==> src/rtl/cshell_pkg.sv <==
package cshell_pkg;
   localparam int unsigned CTL_W    = 12;
   localparam int unsigned B_EN     = 0;
   localparam int unsigned B_DIR    = 1;
   localparam int unsigned B_ALG_LO = 2;
   localparam int unsigned B_KL_LO  = 5;
   localparam int unsigned B_SW_LO  = 7;
   localparam int unsigned B_CLR    = 9;
   localparam int unsigned B_DMAI   = 10;
   localparam int unsigned B_DMAO   = 11;
   localparam logic [2:0]  KEY_ALG  = 3'b111;

   typedef enum logic [1:0] {
      SWP_NONE = 2'b00,
      SWP_HALF = 2'b01,
      SWP_BYTE = 2'b10,
      SWP_BIT  = 2'b11
   } swap_e;

   typedef enum logic [2:0] {
      C_IDLE, C_LOAD, C_RUN, C_PUT, C_KEY
   } core_st_e;
endpackage

==> src/rtl/cshell_fifo.sv <==
module cshell_fifo #(
   parameter int unsigned W     = 32,
   parameter int unsigned DEPTH = 8,
   localparam int unsigned PTR_W = $clog2(DEPTH),
   localparam int unsigned CNT_W = $clog2(DEPTH + 1)
) (
   input  logic             clk,
   input  logic             rst_n,
   input  logic             clr,
   input  logic             push,
   input  logic [W-1:0]     wdata,
   input  logic             pop,
   output logic [W-1:0]     rdata,
   output logic [CNT_W-1:0] count
);
   if (DEPTH < 2 || (DEPTH & (DEPTH - 1)) != 0) begin : g_bad_depth
      $error("cshell_fifo: DEPTH must be a power of two of at least 2");
   end

   localparam logic [CNT_W-1:0] FULL_C = CNT_W'(DEPTH);

   logic [W-1:0]     mem [DEPTH];
   logic [PTR_W-1:0] wr_ptr, rd_ptr;
   logic             do_push, do_pop;

   assign do_push = push && (count != FULL_C);
   assign do_pop  = pop && (count != '0);
   assign rdata   = mem[rd_ptr];

   always_ff @(posedge clk or negedge rst_n) begin
      if (!rst_n) begin
         wr_ptr <= '0;
         rd_ptr <= '0;
         count  <= '0;
      end else if (clr) begin
         wr_ptr <= '0;
         rd_ptr <= '0;
         count  <= '0;
      end else begin
         if (do_push) wr_ptr <= wr_ptr + 1'b1;
         if (do_pop)  rd_ptr <= rd_ptr + 1'b1;
         case ({do_push, do_pop})
            2'b10:   count <= count + 1'b1;
            2'b01:   count <= count - 1'b1;
            default: count <= count;
         endcase
      end
   end

   always_ff @(posedge clk) begin
      if (do_push) mem[wr_ptr] <= wdata;
   end
endmodule

==> src/rtl/cshell_swap.sv <==
module cshell_swap
   import cshell_pkg::*;
#(
   parameter int unsigned W = 32
) (
   input  logic [W-1:0] din,
   input  swap_e        mode,
   output logic [W-1:0] dout
);
   if (W % 16 != 0) begin : g_bad_w
      $error("cshell_swap: W must be a multiple of 16");
   end

   localparam int unsigned NBYTE = W / 8;

   logic [W-1:0] half_x, byte_x, bit_x;

   assign half_x = {din[W/2-1:0], din[W-1:W/2]};

   for (genvar b = 0; b < NBYTE; b++) begin : g_byte
      assign byte_x[8*b +: 8] = din[8*(NBYTE-1-b) +: 8];
   end

   for (genvar i = 0; i < W; i++) begin : g_bit
      assign bit_x[i] = din[W-1-i];
   end

   always_comb begin
      case (mode)
         SWP_HALF: dout = half_x;
         SWP_BYTE: dout = byte_x;
         SWP_BIT:  dout = bit_x;
         default:  dout = din;
      endcase
   end
endmodule

==> src/rtl/cshell_core.sv <==
module cshell_core
   import cshell_pkg::*;
#(
   parameter int unsigned W     = 32,
   parameter int unsigned BLK   = 4,
   parameter int unsigned LAT   = 6,
   parameter int unsigned CNT_W = 4,
   localparam int unsigned IDX_W = $clog2(BLK),
   localparam int unsigned LAT_W = $clog2(LAT + 1)
) (
   input  logic             clk,
   input  logic             rst_n,
   input  logic             en,
   input  logic [2:0]       alg,
   input  logic             dir,
   input  logic [W-1:0]     key_i [BLK],
   input  logic [W-1:0]     iv_i  [BLK],
   input  logic [CNT_W-1:0] in_cnt,
   input  logic [CNT_W-1:0] out_free,
   input  logic [W-1:0]     in_rdata,
   output logic             in_pop,
   output logic             out_push,
   output logic [W-1:0]     out_wdata,
   output logic             busy,
   output logic             key_done
);
   if (BLK < 2 || (BLK & (BLK - 1)) != 0) begin : g_bad_blk
      $error("cshell_core: BLK must be a power of two of at least 2");
   end
   if (LAT < 1) begin : g_bad_lat
      $error("cshell_core: LAT must be at least 1");
   end

   localparam logic [CNT_W-1:0] BLK_C  = CNT_W'(BLK);
   localparam logic [IDX_W-1:0] LAST_I = IDX_W'(BLK - 1);
   localparam logic [LAT_W-1:0] LAST_L = LAT_W'(LAT - 1);

   core_st_e         st;
   logic [IDX_W-1:0] idx;
   logic [LAT_W-1:0] lat;
   logic [W-1:0]     hold [BLK];

   always_ff @(posedge clk or negedge rst_n) begin
      if (!rst_n) begin
         st  <= C_IDLE;
         idx <= '0;
         lat <= '0;
      end else begin
         case (st)
            C_IDLE: begin
               idx <= '0;
               lat <= '0;
               if (en) begin
                  if (alg == KEY_ALG) st <= C_KEY;
                  else if (in_cnt >= BLK_C && out_free >= BLK_C) st <= C_LOAD;
               end
            end
            C_LOAD: begin
               if (idx == LAST_I) begin
                  idx <= '0;
                  st  <= C_RUN;
               end else idx <= idx + 1'b1;
            end
            C_RUN: begin
               if (lat == LAST_L) begin
                  lat <= '0;
                  st  <= C_PUT;
               end else lat <= lat + 1'b1;
            end
            C_PUT: begin
               if (idx == LAST_I) begin
                  idx <= '0;
                  st  <= C_IDLE;
               end else idx <= idx + 1'b1;
            end
            C_KEY: begin
               if (lat == LAST_L) begin
                  lat <= '0;
                  st  <= C_IDLE;
               end else lat <= lat + 1'b1;
            end
            default: st <= C_IDLE;
         endcase
      end
   end

   always_ff @(posedge clk) begin
      if (st == C_LOAD) hold[idx] <= in_rdata;
   end

   assign in_pop    = (st == C_LOAD);
   assign out_push  = (st == C_PUT);
   assign out_wdata = hold[idx] ^ key_i[idx] ^ iv_i[idx] ^ {W{dir}};
   assign busy      = (st != C_IDLE);
   assign key_done  = (st == C_KEY) && (lat == LAST_L);
endmodule

==> src/rtl/cshell_dma.sv <==
module cshell_dma #(
   parameter int unsigned DEPTH = 8,
   parameter int unsigned BURST = 4,
   parameter int unsigned CNT_W = 4
) (
   input  logic             unit_en,
   input  logic             in_en,
   input  logic             out_en,
   input  logic [CNT_W-1:0] in_count,
   input  logic [CNT_W-1:0] out_count,
   output logic             in_req,
   output logic             in_burst,
   output logic             out_req,
   output logic             out_burst
);
   if (BURST > DEPTH) begin : g_bad_burst
      $error("cshell_dma: BURST must not exceed DEPTH");
   end

   localparam logic [CNT_W-1:0] DEPTH_C = CNT_W'(DEPTH);
   localparam logic [CNT_W-1:0] BURST_C = CNT_W'(BURST);

   logic [CNT_W-1:0] in_free;
   logic             in_raw;

   assign in_free   = DEPTH_C - in_count;
   assign in_raw    = in_en && unit_en && (in_count != DEPTH_C);
   assign out_req   = out_en && (out_count != '0);
   assign in_req    = in_raw && !out_req;
   assign in_burst  = in_req && (in_free >= BURST_C);
   assign out_burst = out_req && (out_count >= BURST_C);
endmodule

==> src/rtl/cipher_shell.sv <==
module cipher_shell
   import cshell_pkg::*;
#(
   parameter int unsigned W     = 32,
   parameter int unsigned DEPTH = 8,
   parameter int unsigned BLK   = 4,
   parameter int unsigned LAT   = 6,
   localparam int unsigned IDX_W = $clog2(BLK),
   localparam int unsigned CNT_W = $clog2(DEPTH + 1)
) (
   input  logic             clk,
   input  logic             rst_n,
   input  logic             ctl_we,
   input  logic [CTL_W-1:0] ctl_wdata,
   output logic [CTL_W-1:0] ctl_q,
   input  logic             key_we,
   input  logic [IDX_W-1:0] key_idx,
   input  logic [W-1:0]     key_wdata,
   input  logic             iv_we,
   input  logic [IDX_W-1:0] iv_idx,
   input  logic [W-1:0]     iv_wdata,
   input  logic             din_we,
   input  logic [W-1:0]     din_data,
   input  logic             dout_re,
   output logic [W-1:0]     dout_data,
   output logic             busy,
   output logic             in_nf,
   output logic             out_ne,
   output logic             dma_in_req,
   output logic             dma_in_burst,
   output logic             dma_out_req,
   output logic             dma_out_burst
);
   if (DEPTH < 2 * BLK) begin : g_bad_depth
      $error("cipher_shell: DEPTH must hold at least two blocks");
   end

   localparam logic [CNT_W-1:0] DEPTH_C = CNT_W'(DEPTH);

   logic [W-1:0]     key_q [BLK];
   logic [W-1:0]     iv_q  [BLK];
   logic             key_done, clr;
   logic             in_pop, out_push;
   logic [W-1:0]     din_sw, in_rdata, out_wdata, out_rdata;
   logic [CNT_W-1:0] in_count, out_count, out_free;
   swap_e            swap_mode;

   assign swap_mode = swap_e'(ctl_q[B_SW_LO +: 2]);
   assign clr       = ctl_we && ctl_wdata[B_CLR] && !ctl_q[B_EN];

   always_ff @(posedge clk or negedge rst_n) begin
      if (!rst_n) begin
         ctl_q <= '0;
      end else begin
         if (ctl_we) begin
            ctl_q        <= ctl_wdata;
            ctl_q[B_CLR] <= 1'b0;
         end
         if (key_done) ctl_q[B_EN] <= 1'b0;
      end
   end

   always_ff @(posedge clk or negedge rst_n) begin
      if (!rst_n) begin
         for (int i = 0; i < BLK; i++) begin
            key_q[i] <= '0;
            iv_q[i]  <= '0;
         end
      end else begin
         if (key_we) key_q[key_idx] <= key_wdata;
         if (iv_we)  iv_q[iv_idx]   <= iv_wdata;
      end
   end

   cshell_swap #(.W(W)) u_swp_in (
      .din  (din_data),
      .mode (swap_mode),
      .dout (din_sw)
   );

   cshell_fifo #(.W(W), .DEPTH(DEPTH)) u_fifo_in (
      .clk   (clk),
      .rst_n (rst_n),
      .clr   (clr),
      .push  (din_we),
      .wdata (din_sw),
      .pop   (in_pop),
      .rdata (in_rdata),
      .count (in_count)
   );

   cshell_core #(.W(W), .BLK(BLK), .LAT(LAT), .CNT_W(CNT_W)) u_core (
      .clk       (clk),
      .rst_n     (rst_n),
      .en        (ctl_q[B_EN]),
      .alg       (ctl_q[B_ALG_LO +: 3]),
      .dir       (ctl_q[B_DIR]),
      .key_i     (key_q),
      .iv_i      (iv_q),
      .in_cnt    (in_count),
      .out_free  (out_free),
      .in_rdata  (in_rdata),
      .in_pop    (in_pop),
      .out_push  (out_push),
      .out_wdata (out_wdata),
      .busy      (busy),
      .key_done  (key_done)
   );

   cshell_fifo #(.W(W), .DEPTH(DEPTH)) u_fifo_out (
      .clk   (clk),
      .rst_n (rst_n),
      .clr   (clr),
      .push  (out_push),
      .wdata (out_wdata),
      .pop   (dout_re),
      .rdata (out_rdata),
      .count (out_count)
   );

   cshell_swap #(.W(W)) u_swp_out (
      .din  (out_rdata),
      .mode (swap_mode),
      .dout (dout_data)
   );

   assign out_free = DEPTH_C - out_count;
   assign in_nf    = (in_count != DEPTH_C);
   assign out_ne   = (out_count != '0);

   cshell_dma #(.DEPTH(DEPTH), .BURST(BLK), .CNT_W(CNT_W)) u_dma (
      .unit_en   (ctl_q[B_EN]),
      .in_en     (ctl_q[B_DMAI]),
      .out_en    (ctl_q[B_DMAO]),
      .in_count  (in_count),
      .out_count (out_count),
      .in_req    (dma_in_req),
      .in_burst  (dma_in_burst),
      .out_req   (dma_out_req),
      .out_burst (dma_out_burst)
   );
endmodule

==> config.mk <==
export PLATFORM = sky130hd
export DESIGN_NAME = cipher_shell
export DESIGN_NICKNAME = d
export VERILOG_FILES = /design/src/rtl/cshell_pkg.sv /design/src/rtl/cshell_fifo.sv /design/src/rtl/cshell_swap.sv /design/src/rtl/cshell_core.sv /design/src/rtl/cshell_dma.sv /design/src/rtl/cipher_shell.sv
export SDC_FILE = /design/constraint.sdc
export NUM_CORES = 1
export LEC_CHECK = 0
export BUFFER_PORTS_ARGS = -buffer_cell sky130_fd_sc_hd__buf_2
export CAP_MARGIN = 20
export CORE_AREA = 4 4 320 322
export DETAILED_ROUTE_END_ITERATION = 8
export DIE_AREA = 0 0 324 326
export PLACE_DENSITY = 0.64
export SETUP_SLACK_MARGIN = 0.15
export SYNTH_ARGS = -nofsm -noshare
export SYNTH_HDL_FRONTEND = slang
export SYNTH_SLANG_ARGS = --single-unit
==> constraint.sdc <==
create_clock -name clk -period 4.48 [get_ports clk]
set_input_delay 0.896 -clock clk [delete_from_list [all_inputs] [get_ports clk]]
set_output_delay 0.896 -clock clk [all_outputs]
set_load 0.01 [all_outputs]
# After elaboration in Yosys (flattened, before gate mapping)
# Memory sizes are Yosys's and may differ from the RTL's.
# Cells that the tools add are included.
[word_totals]
n_memories = 3
elab_cells = 151
reg_bits = 295
out_inout_bits = 51
ramBits = 640
[classes]
add_sub_neg = 12
bitwise_logic = 6
magnitude_cmp = 9
reduce_logical = 34
mux = 46
n_eq_ne = 22
[memory_table]
columns = ["memory", "depth", "word_bits", "rd", "rd_clocked_by_memory_dff", "wr", "line_no", "source"]
rows = [
  ["u_fifo_in.mem", 8, 32, 1, 0, 1, "cshell_fifo.sv:22", "logic [W-1:0] mem [DEPTH];"],
  ["u_fifo_out.mem", 8, 32, 1, 0, 1, "cshell_fifo.sv:22", ""],
  ["u_core.hold", 4, 32, 1, 0, 1, "cshell_core.sv:41", "logic [W-1:0] hold [BLK];"],
]
[ops]
columns = ["cell", "count"]
rows = [
  ["bitwise mux 128 bit", 2],
  ["two-way mux 32 bit", 6],
  ["one-hot mux 32 bit (3 select lines)", 2],
  ["binary-select mux 32 bit (select 2 bit)", 2],
  ["demux 32 bit (select 2 bit)", 2],
  ["XOR 32 bit", 3],
  ["two-way mux 3 bit", 16],
  ["greater-or-equal comparator 4 x 3 -> 1 bit (second input constant)", 4],
  ["logical AND 1 bit", 16],
  ["one-hot mux 4 bit (2 select lines)", 2],
  ["adder 3 x 1 -> 3 bit (second input constant)", 5],
  ["one-hot mux 3 bit (5 select lines)", 1],
  ["nonzero test 2 bit", 7],
  ["equality test 2 bit (second input constant)", 5],
  ["equality test 3 bit (second input constant)", 3],
  ["greater-or-equal comparator 3 bit (second input constant)", 3],
  ["NOT 2 -> 3 bit", 3],
  ["nonzero test 3 bit", 3],
  ["adder 4 x 1 -> 4 bit (second input constant)", 2],
  ["two-way mux 1 bit", 8],
  ["two-way mux 4 bit", 2],
  ["!= test 4 bit (second input constant)", 2],
  ["nonzero test 4 bit", 2],
  ["subtractor 4 x 1 -> 4 bit (second input constant)", 2],
  ["other kinds (16)", 26],
]

# Longest topological paths before layout
[logic_depth]
ltp_word = 7
ltp_mapped = 10

# Hierarchy
# Synthesis repeated with hierarchy kept, for this count alone.
[hier_totals]
hier_cells = 2073
area_unflattened_um2 = 39826.9
[modules_own_cells]
columns = ["mod", "area_each_um2", "seq_area_each_um2", "cells_per_inst", "n_inst"]
rows = [
  ["cshell_fifo at u_fifo_in", 10252.3, 7937.6, 449, 1],
  ["cshell_fifo at u_fifo_out", 10251.1, 7937.6, 449, 1],
  ["cipher_shell", 9974.6, 6681.4, 581, 1],
  ["cshell_core", 7614.8, 4043.9, 506, 1],
  ["cshell_swap", 835.8, 0.0, 40, 2],
  ["cshell_dma", 62.6, 0.0, 8, 1],
]

# Least setup slack after synthesis
# Ideal clock, no wire load.
[synth_path]
path_kind = "register to register"
start = "reg u_core.st[1]"
end = "mem u_fifo_out.mem[2][0], enable pin"
stages_incl_launch_ff = 5
path_buffers = 1
t_arrival_ns = 4.261
period_less_slack_ns = 4.773
setup_slack_ns = -0.293
cell_sequence = "dfrtp_1 > clkbuf_1 > and3b_1 > nand2_1 > nor4b_1"
[synth_via]
elab_chain_len = 4
[synth_lines]
columns = ["element", "line_no", "source"]
rows = [
  ["from (decl)", "cshell_core.sv:38", "core_st_e st;"],
  ["from (signal assigned)", "cshell_core.sv:45", "st <= C_IDLE;"],
  ["from (signal assigned)", "cshell_core.sv:54", "if (alg == KEY_ALG) st <= C_KEY;"],
  ["from (signal assigned)", "cshell_core.sv:55", "else if (in_cnt >= BLK_C && out_free >= BLK_C) st <= C_LOAD;"],
  ["equality test 3 x 2 -> 1 bit", "cshell_core.sv:92", "assign out_push = (st == C_PUT);"],
  ["logical AND 1 bit", "cshell_fifo.sv:26", "assign do_push = push && (count != FULL_C);"],
  ["two-way mux 1 bit", "cshell_fifo.sv:51", "if (do_push) mem[wr_ptr] <= wdata;"],
  ["two-way mux 1 bit (implied by the code)", "cshell_fifo.sv:51", ""],
  ["to (decl)", "cshell_fifo.sv:22", ""],
]
# No other way between the ends.

# Worst setup path after layout
[layout_path]
start = "reg u_fifo_out.rd_ptr[0]"
end = "out dout_data[9]"
[layout_via]
elab_chain_len = 2
[layout_lines]
columns = ["element", "line_no", "source"]
rows = [
  ["from (decl)", "cshell_fifo.sv:23", "logic [PTR_W-1:0] wr_ptr, rd_ptr;"],
  ["from (signal assigned)", "cshell_fifo.sv:41", "if (do_pop) rd_ptr <= rd_ptr + 1'b1;"],
  ["memory (8 x 32 bit)", "-", ""],
  ["one-hot mux 32 bit (3 select lines)", "cshell_swap.sv:29", "case (mode)"],
  ["to (decl)", "cipher_shell.sv:25", "output logic [W-1:0] dout_data,"],
]
# No other way between the ends.

==> impl_metrics.ini <==
[sta]
rsz0062_at_grt = no
finalSetupViolCount = 0
max_clock_freq_ghz = 0.252
whs_ns = 0.307
setup_tns_ns = 0
hold_viol_final = 0
fin_crit_ns = 3.97
drv_slew = 0
fin_crit_sh = 0.886
relSlewSlack = 0.276
fin_skew_ns = 0.0333
worst_slew_pin_slew_ns = 1.08

[detailed_routing]
drtPass1Iterations = 5
ant_nets = 0
drt_wl_total_mm = 89.5
vias = 19900
drt_iter0_markers = 1588
drc = 0
via_per_inst = 5.39
routedWlPerCell_um = 24.2

[worst_setup_path]
cp-end-kind = output pin
crit_family = multiplexers
startpoint_type = flip-flop
cp_slowest_cell = dfrtp_4
critPathMaxFanout = 50
r2r_slack_ns = 1.35
slowest_delay_ns = 0.65
critPathKind = flip-flop to output pin
crit_buf_inv = 2
crit_chain = buf_12 -> mux4_2 -> mux2_4 -> o22ai_1 -> nor2_1 -> buf_2
cp.arrival_ns = 3.07
crit_required_ns = 3.58

[placement]
dpl.cell_count = 3488
place_hpwl_mm = 56.5
port_buffers = 168
globalplace.congestion = 0.784

[clock_network]
hold_buffers = 0
cts_buffer_depth = 3
post_cts.repair.setup_buffers = 0
cts_tree = yes
clock_latency_ns = 0.67
numCtsBuffers = 98
cts_resized = 0
cts.sinks = 935
cts-htree-levels = 3
root_buffer = clkbuf_16
clkSlewWorstSetupHoldPaths_ns = 0.07

[synth]
synth_warnings = 0
synth_compound_area_frac = 0.0156
synth.distinct_cells = 61
synth-adder-area-share = 0.00317
synth_top_family_by_area = multiplexers
syn_area_sq_mm = 0.0395
syn_nets = 2217
synthSimpleGateAreaFrac = 0.0205
async_flop_share = 0.316
yosysSeqAreaShare = 0.674
yosys.area_share.xor_xnor = 0.0461
synthCells = 2088
ys_ff_latch = 935
postSynthAreaPerCell_sq_um = 18.9
synth_edf_count = 640
synth_mux_area_frac = 0.225
ys.flop_type = edfxtp_1

[global_routing]
antenna_found_initial = 35
track_usage = 0.171
grt_max_degree = 112
grt_pass1_wl_mm = 134
grt_remaining_overflow = 0
grt_pass1_vias = 21300

[cells_and_area]
fin_cells = 3693
area_growth_pct = 14.5
drive_gt1_frac = 0.405
layout.nets = 2420
fillers = 8370

[power]
p_per_area_mw_per_mm2 = 705
p_leak_nw = 15.7
vdd_drop_max_uv = 362

[floorplan]
die_x_um = 324
start_util = 0.397
fp-row-count = 116
die_h_um = 326
io_pins = 170
dieArea_sq_mm = 0.106
core_area_sq_mm = 0.0996

[worst_hold_path]
hp-class = input port to asynchronous set/reset pin

[flow_run]
max_cap_viol_count = 0

[run_status]
status = finished clean
-- cell type report --
cell class / instances / area [sq um] / area share
diodes: 20 / 50.0 / 0.00111
clock buffers: 129 / 2700 / 0.0598
clock inverters: 55 / 488 / 0.0108
inverters: 6 / 22.5 / 0.000498
multi-input cells: 1030 / 12400 / 0.274
flip-flops and latches: 935 / 26600 / 0.589
well taps: 1298 / 1620 / 0.0359
repair buffers: 220 / 1310 / 0.0289
-- path summary, 6_finish.rpt --
kind                                                       start  depth (start not counted)                               to
worst min-delay path                                       rst_n                          1             ctl_q[5]$_DFFE_PN0P_
max in group asynchronous                                  rst_n                          2            key_q[72]$_DFFE_PN0P_
worst min register to register             key_q[49]$_DFFE_PN0P_                          1            key_q[49]$_DFFE_PN0P_
min in group clk                                    ctl_wdata[5]                          2             ctl_q[5]$_DFFE_PN0P_
worst max register to register         u_core.idx[0]$_DFFE_PN0P_                          4  u_fifo_out.mem[1][16]$_DFFE_PP_
worst max-delay path            u_fifo_out.rd_ptr[0]$_DFFE_PN0P_                          6                     dout_data[9]
-- sequential cells by signal, indices dropped and copies added (netlist names), 4 cells and up --
register,flops
u_fifo_in.mem,256
u_fifo_out.mem,256
iv_q,128
key_q,128
u_core.hold,128
ctl_q,11
u_fifo_in.count,4
u_fifo_out.count,4
-- cell usage after synthesis, drive strengths merged, types with 2 or more instances --
master / number / area (sq um)
nand3b: 6 / 45.0
clkbuf: 44 / 165
buf: 73 / 443
xnor2: 167 / 1460
nor4b: 4 / 35.0
a21oi: 9 / 48.8
nand2b: 4 / 25.0
or4b: 2 / 23.8
or2: 3 / 18.8
mux2i: 4 / 40.0
nor3: 13 / 70.1
o41ai: 2 / 25.0
nor3b: 8 / 65.1
a211oi: 2 / 15.0
dfrtp: 295 / 7380
ha: 10 / 125
inv: 5 / 18.8
mux2: 330 / 3800
o22ai: 64 / 400
o21ai: 9 / 45.0
nand2: 24 / 97.6
nor2b: 2 / 12.5
nor2: 67 / 259
edfxtp: 640 / 19200
mux4: 224 / 5040
a31oi: 3 / 18.8
nor4: 2 / 18.8
and2: 7 / 43.8
nand3: 8 / 40.0
and4: 2 / 17.5
xor2: 41 / 359
-- routing by layer --
metal / GRT usage / up-vias / share of wire
met5: 0 / - / 0.00064
met4: 0.0421 / 8 / 0.022
met3: 0.0390 / 167 / 0.076
met2: 0.286 / 612 / 0.50
met1: 0.226 / 10500 / 0.41
li1: - / 8643 / -
-- layout by cell type (no fill, tap or decap), types with 22 or more instances in the layout --
master	netlist	final
mux2_2	308	308
o22ai_1	64	64
nand2_1	23	23
dfrtp_1	295	285
xor2_1	41	41
buf_2	42	167
edfxtp_1	640	640
buf_4	8	46
nor2_1	66	58
xnor2_1	167	167
clkbuf_16	0	101
mux4_2	224	224
mux2_4	22	22
-- power breakdown --
| group | leakage (nW) | total [mW] | internal (mW) | switching [mW] |
|---|---|---|---|---|
| sequential | 9.31 | 13.9 | 12.8 | 1.12 |
| combinational | 4.85 | 10.0 | 4.40 | 5.64 |
| clock | 1.57 | 7.95 | 4.66 | 3.29 |
-- cells by family (layout without fill, tap and decap cells) --
kind of cell    after synthesis  count (layout)
buf+inv                     123             410
compound gates               96              96
simple gates                157             157
xor+xnor                    208             208
flops                       935             935
fa+ha+maj                    10              10
other cells                   1              21
mux                         558             558
-- metrics by stage --
stage | power, mW | util | instance area [sq um] | worst slack [ns]
final | 31.9 | 0.454 | 45200 | 0.513
after global routing | 33.5 | 0.454 | 45200 | 0.326
after floorplan | 20.8 | - | 39500 | 0.490
after detailed placement | 24.2 | 0.421 | 42000 | 1.19
after global placement | 23.8 | 0.421 | 42000 | 1.24
after CTS | 32.3 | 0.454 | 45200 | 0.446
(Power assumes the default switching activity.)
